**src/rtl/sat_st_pkg.sv**
```systemverilog
package sat_st_pkg;

    // State of the shared stimulus burst generator
    typedef enum logic [1:0] {
        ST_IDLE  = 2'd0,
        ST_PULSE = 2'd1,
        ST_HOLD  = 2'd2
    } stim_state_e;

    // Control carried from the shared generators to every lane
    typedef struct packed {
        logic stim;   // burst currently applied
        logic armed;  // observation window open
    } probe_ctl_t;

    // Width of a counter that must reach maxv
    function automatic int unsigned cnt_width(input int unsigned maxv);
        return (maxv < 2) ? 1 : $clog2(maxv + 1);
    endfunction

endpackage

```
**src/rtl/sat_st_stim.sv**
```systemverilog
module sat_st_stim
    import sat_st_pkg::*;
#(
    parameter int unsigned STIM_CYC = 2
) (
    input  logic clk,
    input  logic rst,
    input  logic test_en_i,
    output logic stim_o
);
    localparam int unsigned CW = cnt_width(STIM_CYC);
    localparam logic [CW-1:0] LAST = CW'(STIM_CYC - 1);

    stim_state_e st_q, st_d;
    logic [CW-1:0] cnt_q, cnt_d;

    always_comb begin
        st_d  = st_q;
        cnt_d = cnt_q;
        unique case (st_q)
            ST_IDLE: begin
                if (test_en_i) begin
                    st_d  = ST_PULSE;
                    cnt_d = '0;
                end
            end
            ST_PULSE: begin
                if (!test_en_i) begin
                    st_d = ST_IDLE;
                end else if (cnt_q == LAST) begin
                    st_d = ST_HOLD;
                end else begin
                    cnt_d = cnt_q + 1'b1;
                end
            end
            ST_HOLD: begin
                if (!test_en_i) st_d = ST_IDLE;
            end
            default: st_d = ST_IDLE;
        endcase
    end

    always_ff @(posedge clk) begin
        if (rst) begin
            st_q  <= ST_IDLE;
            cnt_q <= '0;
        end else begin
            st_q  <= st_d;
            cnt_q <= cnt_d;
        end
    end

    assign stim_o = (st_q == ST_PULSE);

    // a rise of the test control starts a burst on the next cycle
    assert_pulse_start_R3: assert property (@(posedge clk) disable iff (rst)
        $rose(test_en_i) |=> stim_o);

    // the burst exists only after an edge that sampled test high
    assert_pulse_in_test_R3: assert property (@(posedge clk) disable iff (rst)
        stim_o |-> $past(test_en_i));

endmodule

```
**src/rtl/sat_st_guard.sv**
```systemverilog
module sat_st_guard
    import sat_st_pkg::*;
#(
    parameter int unsigned GUARD_CYC = 6
) (
    input  logic clk,
    input  logic rst,
    input  logic test_en_i,
    output logic armed_o
);
    localparam int unsigned GW = cnt_width(GUARD_CYC);
    localparam logic [GW-1:0] TOP = GW'(GUARD_CYC);

    logic [GW-1:0] cnt_q;

    always_ff @(posedge clk) begin
        if (rst || !test_en_i) begin
            cnt_q <= '0;
        end else if (cnt_q != TOP) begin
            cnt_q <= cnt_q + 1'b1;
        end
    end

    assign armed_o = test_en_i && (cnt_q == TOP);

    // the window is open only if the previous edge also saw test high
    assert_window_needs_history_R4: assert property (@(posedge clk) disable iff (rst)
        armed_o |-> $past(test_en_i));

    // a low test control restarts the guard count
    assert_guard_restart_R8: assert property (@(posedge clk) disable iff (rst)
        !test_en_i |=> !armed_o);

endmodule

```
**src/rtl/sat_st_lane.sv**
```systemverilog
module sat_st_lane
    import sat_st_pkg::*;
(
    input  logic       clk,
    input  logic       rst,
    input  logic       test_en_i,
    input  logic       clear_i,
    input  probe_ctl_t ctl_i,
    input  logic       syn_spk_i,
    input  logic       nrn_spk_i,
    output logic       nrn_drv_o,
    output logic       err_o
);
    logic hit;
    logic err_q;

    // Input selector: test stimulus or synaptic spike
    assign nrn_drv_o = test_en_i ? ctl_i.stim : syn_spk_i;

    // Activity during the open window is unrelated to any input
    assign hit = ctl_i.armed & nrn_spk_i;

    always_ff @(posedge clk) begin
        if (rst || clear_i) begin
            err_q <= 1'b0;
        end else if (hit) begin
            err_q <= 1'b1;
        end
    end

    assign err_o = err_q;

    // a flag rises only from a spike inside the window
    assert_set_cause_R5: assert property (@(posedge clk) disable iff (rst)
        $rose(err_q) |-> $past(ctl_i.armed && nrn_spk_i && !clear_i));

    // a set flag holds without a clear
    assert_flag_sticky_R6: assert property (@(posedge clk) disable iff (rst)
        (err_q && !clear_i) |=> err_q);

    // a clear always wins
    assert_clear_wins_R7: assert property (@(posedge clk) disable iff (rst)
        clear_i |=> !err_q);

endmodule

```
**src/rtl/sat_selftest.sv**
```systemverilog
module sat_selftest
    import sat_st_pkg::*;
#(
    parameter int unsigned N_NRN     = 8,
    parameter int unsigned STIM_CYC  = 2,
    parameter int unsigned GUARD_CYC = 6
) (
    input  logic             clk,
    input  logic             rst,
    input  logic             test_en_i,
    input  logic             clear_i,
    input  logic [N_NRN-1:0] syn_spk_i,
    output logic [N_NRN-1:0] nrn_drv_o,
    input  logic [N_NRN-1:0] nrn_spk_i,
    output logic [N_NRN-1:0] err_o
);
    probe_ctl_t ctl;
    logic       stim;
    logic       armed;

    sat_st_stim #(.STIM_CYC(STIM_CYC)) u_stim (
        .clk       (clk),
        .rst       (rst),
        .test_en_i (test_en_i),
        .stim_o    (stim)
    );

    sat_st_guard #(.GUARD_CYC(GUARD_CYC)) u_guard (
        .clk       (clk),
        .rst       (rst),
        .test_en_i (test_en_i),
        .armed_o   (armed)
    );

    always_comb begin
        ctl.stim  = stim;
        ctl.armed = armed;
    end

    for (genvar g = 0; g < N_NRN; g++) begin : g_lane
        sat_st_lane u_lane (
            .clk       (clk),
            .rst       (rst),
            .test_en_i (test_en_i),
            .clear_i   (clear_i),
            .ctl_i     (ctl),
            .syn_spk_i (syn_spk_i[g]),
            .nrn_spk_i (nrn_spk_i[g]),
            .nrn_drv_o (nrn_drv_o[g]),
            .err_o     (err_o[g])
        );
    end

    // parameter constraint between guard and burst
    initial begin
        assert_guard_longer_R9: assert (GUARD_CYC > STIM_CYC)
            else $error("GUARD_CYC must exceed STIM_CYC");
    end

    // window and burst never coincide
    assert_no_overlap_R9: assert property (@(posedge clk) disable iff (rst)
        armed |-> !stim);

    // no flag in the cycle after a reset edge
    assert_reset_clean_R1: assert property (@(posedge clk)
        rst |=> (err_o == '0));

endmodule

```
**config.mk**
```make
export PLATFORM = sky130hd
export DESIGN_NAME = sat_selftest
export DESIGN_NICKNAME = d
export VERILOG_FILES = /design/src/rtl/sat_st_pkg.sv /design/src/rtl/sat_st_stim.sv /design/src/rtl/sat_st_guard.sv /design/src/rtl/sat_st_lane.sv /design/src/rtl/sat_selftest.sv
export SDC_FILE = /design/constraint.sdc
export NUM_CORES = 1
export LEC_CHECK = 0
export BUFFER_PORTS_ARGS = -buffer_cell sky130_fd_sc_hd__clkbuf_2
export CAP_MARGIN = 20
export CORE_MARGIN = 2
export CORE_UTILIZATION = 48
export DETAILED_ROUTE_END_ITERATION = 16
export GPL_ROUTABILITY_DRIVEN = 0
export PLACE_DENSITY = 0.82
export REMOVE_ABC_BUFFERS = 1
export SYNTH_ARGS = -nofsm -noshare
export SYNTH_HDL_FRONTEND = slang
export SYNTH_SLANG_ARGS = --single-unit
```
**constraint.sdc**
```tcl
create_clock -name clk -period 3.8 [get_ports clk]
set_input_delay 0.57 -clock clk [delete_from_list [all_inputs] [get_ports clk]]
set_output_delay 0.57 -clock clk [all_outputs]
set_load 0.05 [all_outputs]
```
* Word level (Yosys, flattened, before mapping)
Index checks and enable logic that the tools add are counted.
Storage, ports and cells: output and inout bits 16, logic and storage cells 56, bits in registers 15, bits of input ports 20
Cells by class: eq/ne operators 10, add/sub/neg operators 2, bitwise gates (word level) 8, reductions and logical operators 8, muxes and demuxes 17
Operators by type and width (count):
- two-way mux 2 bit | 7
- AND 1 bit | 8
- two-way mux 1 bit | 8
- != test 2 bit (second input constant) | 4
- one-hot mux 2 bit (3 select lines) | 1
- == test 2 x 1 -> 1 bit (second input constant) | 2
- one-hot mux 2 bit (2 select lines) | 1
- AND reduction 4 bit | 1
- adder 3 x 1 -> 3 bit (second input constant) | 1
- == test 3 bit (second input constant) | 1
- != test 3 x 2 -> 1 bit (second input constant) | 1
- != test 3 bit (second input constant) | 1
- AND reduction 3 bit | 1
- adder 2 x 1 -> 2 bit (second input constant) | 1
- == test 2 bit (second input constant) | 1
- zero test 2 bit | 1
- logical OR 1 bit | 2
- nonzero test 2 bit | 1
- logical AND 1 bit | 1
- zero test 1 bit | 1

* Logic depth before layout (Yosys ltp)
word-level depth 4, mapped depth 5, gate-level depth less buffers 5

* Hierarchy
Synthesis repeated with hierarchy kept, for this count alone.
Unflattened totals: cell total of the unflattened synthesis 68, area, all modules 723.2 µm²
By module, submodules not included:
- sat_st_lane | instances 8, cells an instance 4, sequential area each 20.0 µm², area an instance 45.0 µm²
- sat_st_stim | instances 1, cells an instance 19, sequential area each 80.1 µm², area an instance 202.7 µm²
- sat_st_guard | instances 1, cells an instance 17, sequential area each 60.1 µm², area an instance 160.2 µm²

* Worst setup path before layout
OpenSTA, ideal clock, no wires.
path kind in2out, from in test_en_i, to out nrn_drv_o[0], buffers on the path 2, required time 3230 ps, stages 3, slack 2161 ps, arrival 1069 ps, cells stage by stage buf_2 o21ai_0 buf_4
On the way: cells in the longest elaborated chain, start to end 1
RTL lines:
- start, declared | RTL line sat_selftest.sv:10 | input logic test_en_i,
- two-way mux 1 bit | RTL line sat_st_lane.sv:18 | assign nrn_drv_o = test_en_i ? ctl_i.stim : syn_spk_i;
- end, declared | RTL line sat_selftest.sv:13 | output logic [N_NRN-1:0] nrn_drv_o,
No other way between the ends.

* Final worst setup path
from in test_en_i, to out nrn_drv_o[3]
Same word-level chain as after synthesis.

==> flow_summary.yaml <==
layout:
  fill_cells: 142
  layout_overhead_on_the_synthesized_area_pct: 12.6
  antenna-diode-count: 0
  finalNetCount: 133
  final_layout_size_suffix_gt1_share_pct: 37.6
  multi_input_area_um2: 307
  layout.area.seq_um2: 300
synth:
  netlist_instances: 87
  synth-seq-area-share_pct: 38.8
  yosys_register_bits: 15
  yosys.area.top_type: "sky130_fd_sc_hd__dfxtp_1"
  postSynth.asyncResetShare_pct: 0
  post-synth-top-count-cell: "sky130_fd_sc_hd__buf_4"
  synthTopCellsByCount: "16 x sky130_fd_sc_hd__buf_4, 15 x sky130_fd_sc_hd__dfxtp_1, 11 x sky130_fd_sc_hd__inv_1"
  syn_area_per_cell_um2: 8.89
  synth_warnings: 0
  synthesis.area_um2: 773
  synth_top_cells_by_area: "sky130_fd_sc_hd__dfxtp_1 39%, sky130_fd_sc_hd__buf_4 16%, sky130_fd_sc_hd__a22o_1 9.1%"
  synthDistinctLibCells: 20
  ys.flop_type: "sky130_fd_sc_hd__dfxtp_1"
  synth.top_cell.area_share_pct: 38.8
  synth-edff-count: 0
timing:
  hold_violations: 0
  grt_setup_unrepaired: "false"
  period_share_pct: 52.5
  finalClockSkew_ps: 5.69
  worst-slew-pin-transition_ps: 501
  finalSetupTns_ps: 0
  fmax_mhz: 501
  slew_headroom_pct: 66.5
  setup_viol: 0
  maxSlewViolCount: 0
  timing.final.crit_period_ps: 1990
pwr:
  internal_power_w: 0.000215
  combinationalPowerShare_pct: 18.0
  ir_worst_vdd_uv: 223
  power_per_cell_area_nw_per_um2: 351
  cellLeakagePower_nw: 0.448
  sequentialPowerShare_pct: 52.8
  power.switching_w: 0.0000903
  clock_power_share_pct: 29.2
  report.power.total_w: 0.000305
  switching_power_share_of_the_total_pct: 29.6
clocking:
  root_buffer: "sky130_fd_sc_hd__clkbuf_4"
  cts_tree: "built"
  cts_made_buffers: 3
  quantity_of_gates_resized_following_cts: 0
  cts_sinks: 15
  holdBufCountCts: 0
  postCtsSetupRepairBufs: 0
  clk_pin_slew_worst_paths_ps: 90
  ctsHtreeMaxLevel: 1
  insertion_delay_ps: 280
  cts_buffer_depth: 2
route:
  firstDrtPassIters: 4
  vias_per_instance: 4.92
  drcViolationCount: 0
  detailedRoute.firstIterationViolations: 6
  wire_length_per_cell_after_detailed_routing_um: 10.2
  detail_route_antenna_nets: 0
  postRouteWirelength_mm: 1.28
  via_count: 615
worst_setup_path:
  worst-r2r-setup-slack_ps: 2380
  cp.required_ps: 3230
  wp_data_arrival_ps: 1420
  worstSetupEndpointType: "output pin"
  r2r.worst_path.cells: 5
  worst_r2r_startpoint: "u_guard.cnt_q[0]"
  worst_setup_path_start_kind: "input pin"
  worst-setup-path-type: "input pin to output pin"
  crit-reg2reg-capture: "g_lane[0].u_lane.err_o"
  critPathMaxFanout: 12
placement:
  port_buffers: 35
  dpl.hpwl_mm: 1.04
grt:
  grt_use_total_pct: 13.9
  grt_overflow_total: 0
  grt_pass1_vias: 510
  grt_max_degree: 13
  gr-max-usage-layer: "met2"
  gr-usage-met2_pct: 25.0
  met1_capacity_usage_during_global_routing_pct: 15.9
  grt.met3_usage_pct: 2.86
  antenna_violations_before_repair: 0
  grt_pass1_wl_mm: 2.04
hold_path:
  hold_path.class: "register to register"
  origin_of_the_worst_min_delay_path: "u_stim.cnt_q[1]"
  hold_depth: 2
  hold_path_endpoint: "u_stim.cnt_q[1]"
flow_run:
  cap_viol_max_count: 0
floorplan:
  die_outline_height_um: 44.1
  ioPinCount: 36
  die-area_um2: 1950
  fp.coreArea_um2: 1510
  die_x_um: 44.1
  start_util_pct: 51.3
  rows: 14
status:
  outcome: "completed"
==> stage by stage <==
stage,hold slack [ps],utilization (%),cells,setup slack [ps],cell area (um^2)
6_report,482,57.8,125,1810,871
5_1_grt,488,57.8,125,1670,871
4_1_cts,484,57.8,125,1780,871
3_5_place_dp,465,56.0,121,1780,843
3_3_place_gp,461,56.0,121,1850,843
2_1_floorplan,444,-,70,1550,648
==> worst max-delay path: stages <==
cell	delay (ps)
sky130_fd_sc_hd__clkbuf_2	180
sky130_fd_sc_hd__nand3b_1	220
sky130_fd_sc_hd__o21ai_0	140
sky130_fd_sc_hd__clkbuf_2	310
==> how the worst max path moves through the flow <==
stage                      start            to  slack [ps]  cells after the start
global placement       test_en_i  nrn_drv_o[1]        1850                      4
CTS                    test_en_i  nrn_drv_o[3]        1780                      4
floorplan           syn_spk_i[0]  nrn_drv_o[0]        1550                      2
finish                 test_en_i  nrn_drv_o[3]        1810                      4
global route           test_en_i  nrn_drv_o[3]        1670                      4
detailed placement     test_en_i  nrn_drv_o[3]        1780                      4
==> power by group through the flow <==
stage          logic (W)  registers [W]  clock network (W)
2_1_floorplan  0.0000353       0.000164                  0
3_3_place_gp   0.0000544       0.000165                  0
3_5_place_dp   0.0000555       0.000165                  0
4_1_cts        0.0000556       0.000161          0.0000910
5_1_grt        0.0000595       0.000162          0.0000982
6_report       0.0000549       0.000161          0.0000892
==> placed cells by master, fill, tap and decap left out <==
master | Yosys | layout
sky130_fd_sc_hd__nor2_1 | 6 | 6
sky130_fd_sc_hd__mux2i_1 | 1 | 1
sky130_fd_sc_hd__a22o_1 | 8 | 8
sky130_fd_sc_hd__a211oi_1 | 1 | 1
sky130_fd_sc_hd__clkbuf_2 | 0 | 35
sky130_fd_sc_hd__nor3_1 | 2 | 2
sky130_fd_sc_hd__xnor2_1 | 1 | 1
sky130_fd_sc_hd__nand2_1 | 2 | 2
sky130_fd_sc_hd__dfxtp_1 | 15 | 15
sky130_fd_sc_hd__or4_1 | 1 | 1
sky130_fd_sc_hd__and2_4 | 1 | 1
sky130_fd_sc_hd__ha_1 | 3 | 3
sky130_fd_sc_hd__clkinv_2 | 0 | 1
sky130_fd_sc_hd__nor4b_4 | 1 | 1
sky130_fd_sc_hd__nand2b_1 | 3 | 3
sky130_fd_sc_hd__or3_1 | 1 | 1
sky130_fd_sc_hd__inv_1 | 11 | 11
sky130_fd_sc_hd__clkbuf_4 | 0 | 3
sky130_fd_sc_hd__a21oi_1 | 2 | 2
sky130_fd_sc_hd__o21ai_0 | 10 | 10
sky130_fd_sc_hd__nand3b_1 | 1 | 1
==> state kept, by name, summed over array words and instances (netlist names) <==
signal	cells
g_lane.u_lane.err_o	8
u_guard.cnt_q	3
u_stim.cnt_q	2
u_stim.st_q	2
==> routing by layer <==
metal / up-vias / part of all wire, %
li1: 318 / -
met1: 259 / 46
met2: 36 / 42
met3: 2 / 11
met4: 0 / 1.3
met5: - / 0
==> logic make-up after synthesis <==
logic type                 after synthesis  share of synthesized area [%]
buffers and inverters                   28                           21.5
xor gates and xnor gates                 1                           1.13
DFF                                     15                           38.8
AOI/OAI and AO/OA                       21                           17.8
muxes                                    1                           1.29
adders and majority gates                3                           4.85
and+or+nand+nor                         18                           14.6
==> final cells by class <==
class	instances	area share [%]
Timing Repair Buffer	35	20.1
Tap cell	16	2.30
Clock inverter	1	0.575
Sequential cell	15	34.5
Multi-Input combinational cell	44	35.2
Inverter	11	4.74
Clock buffer	3	2.59
(Power assumes the default switching activity.)
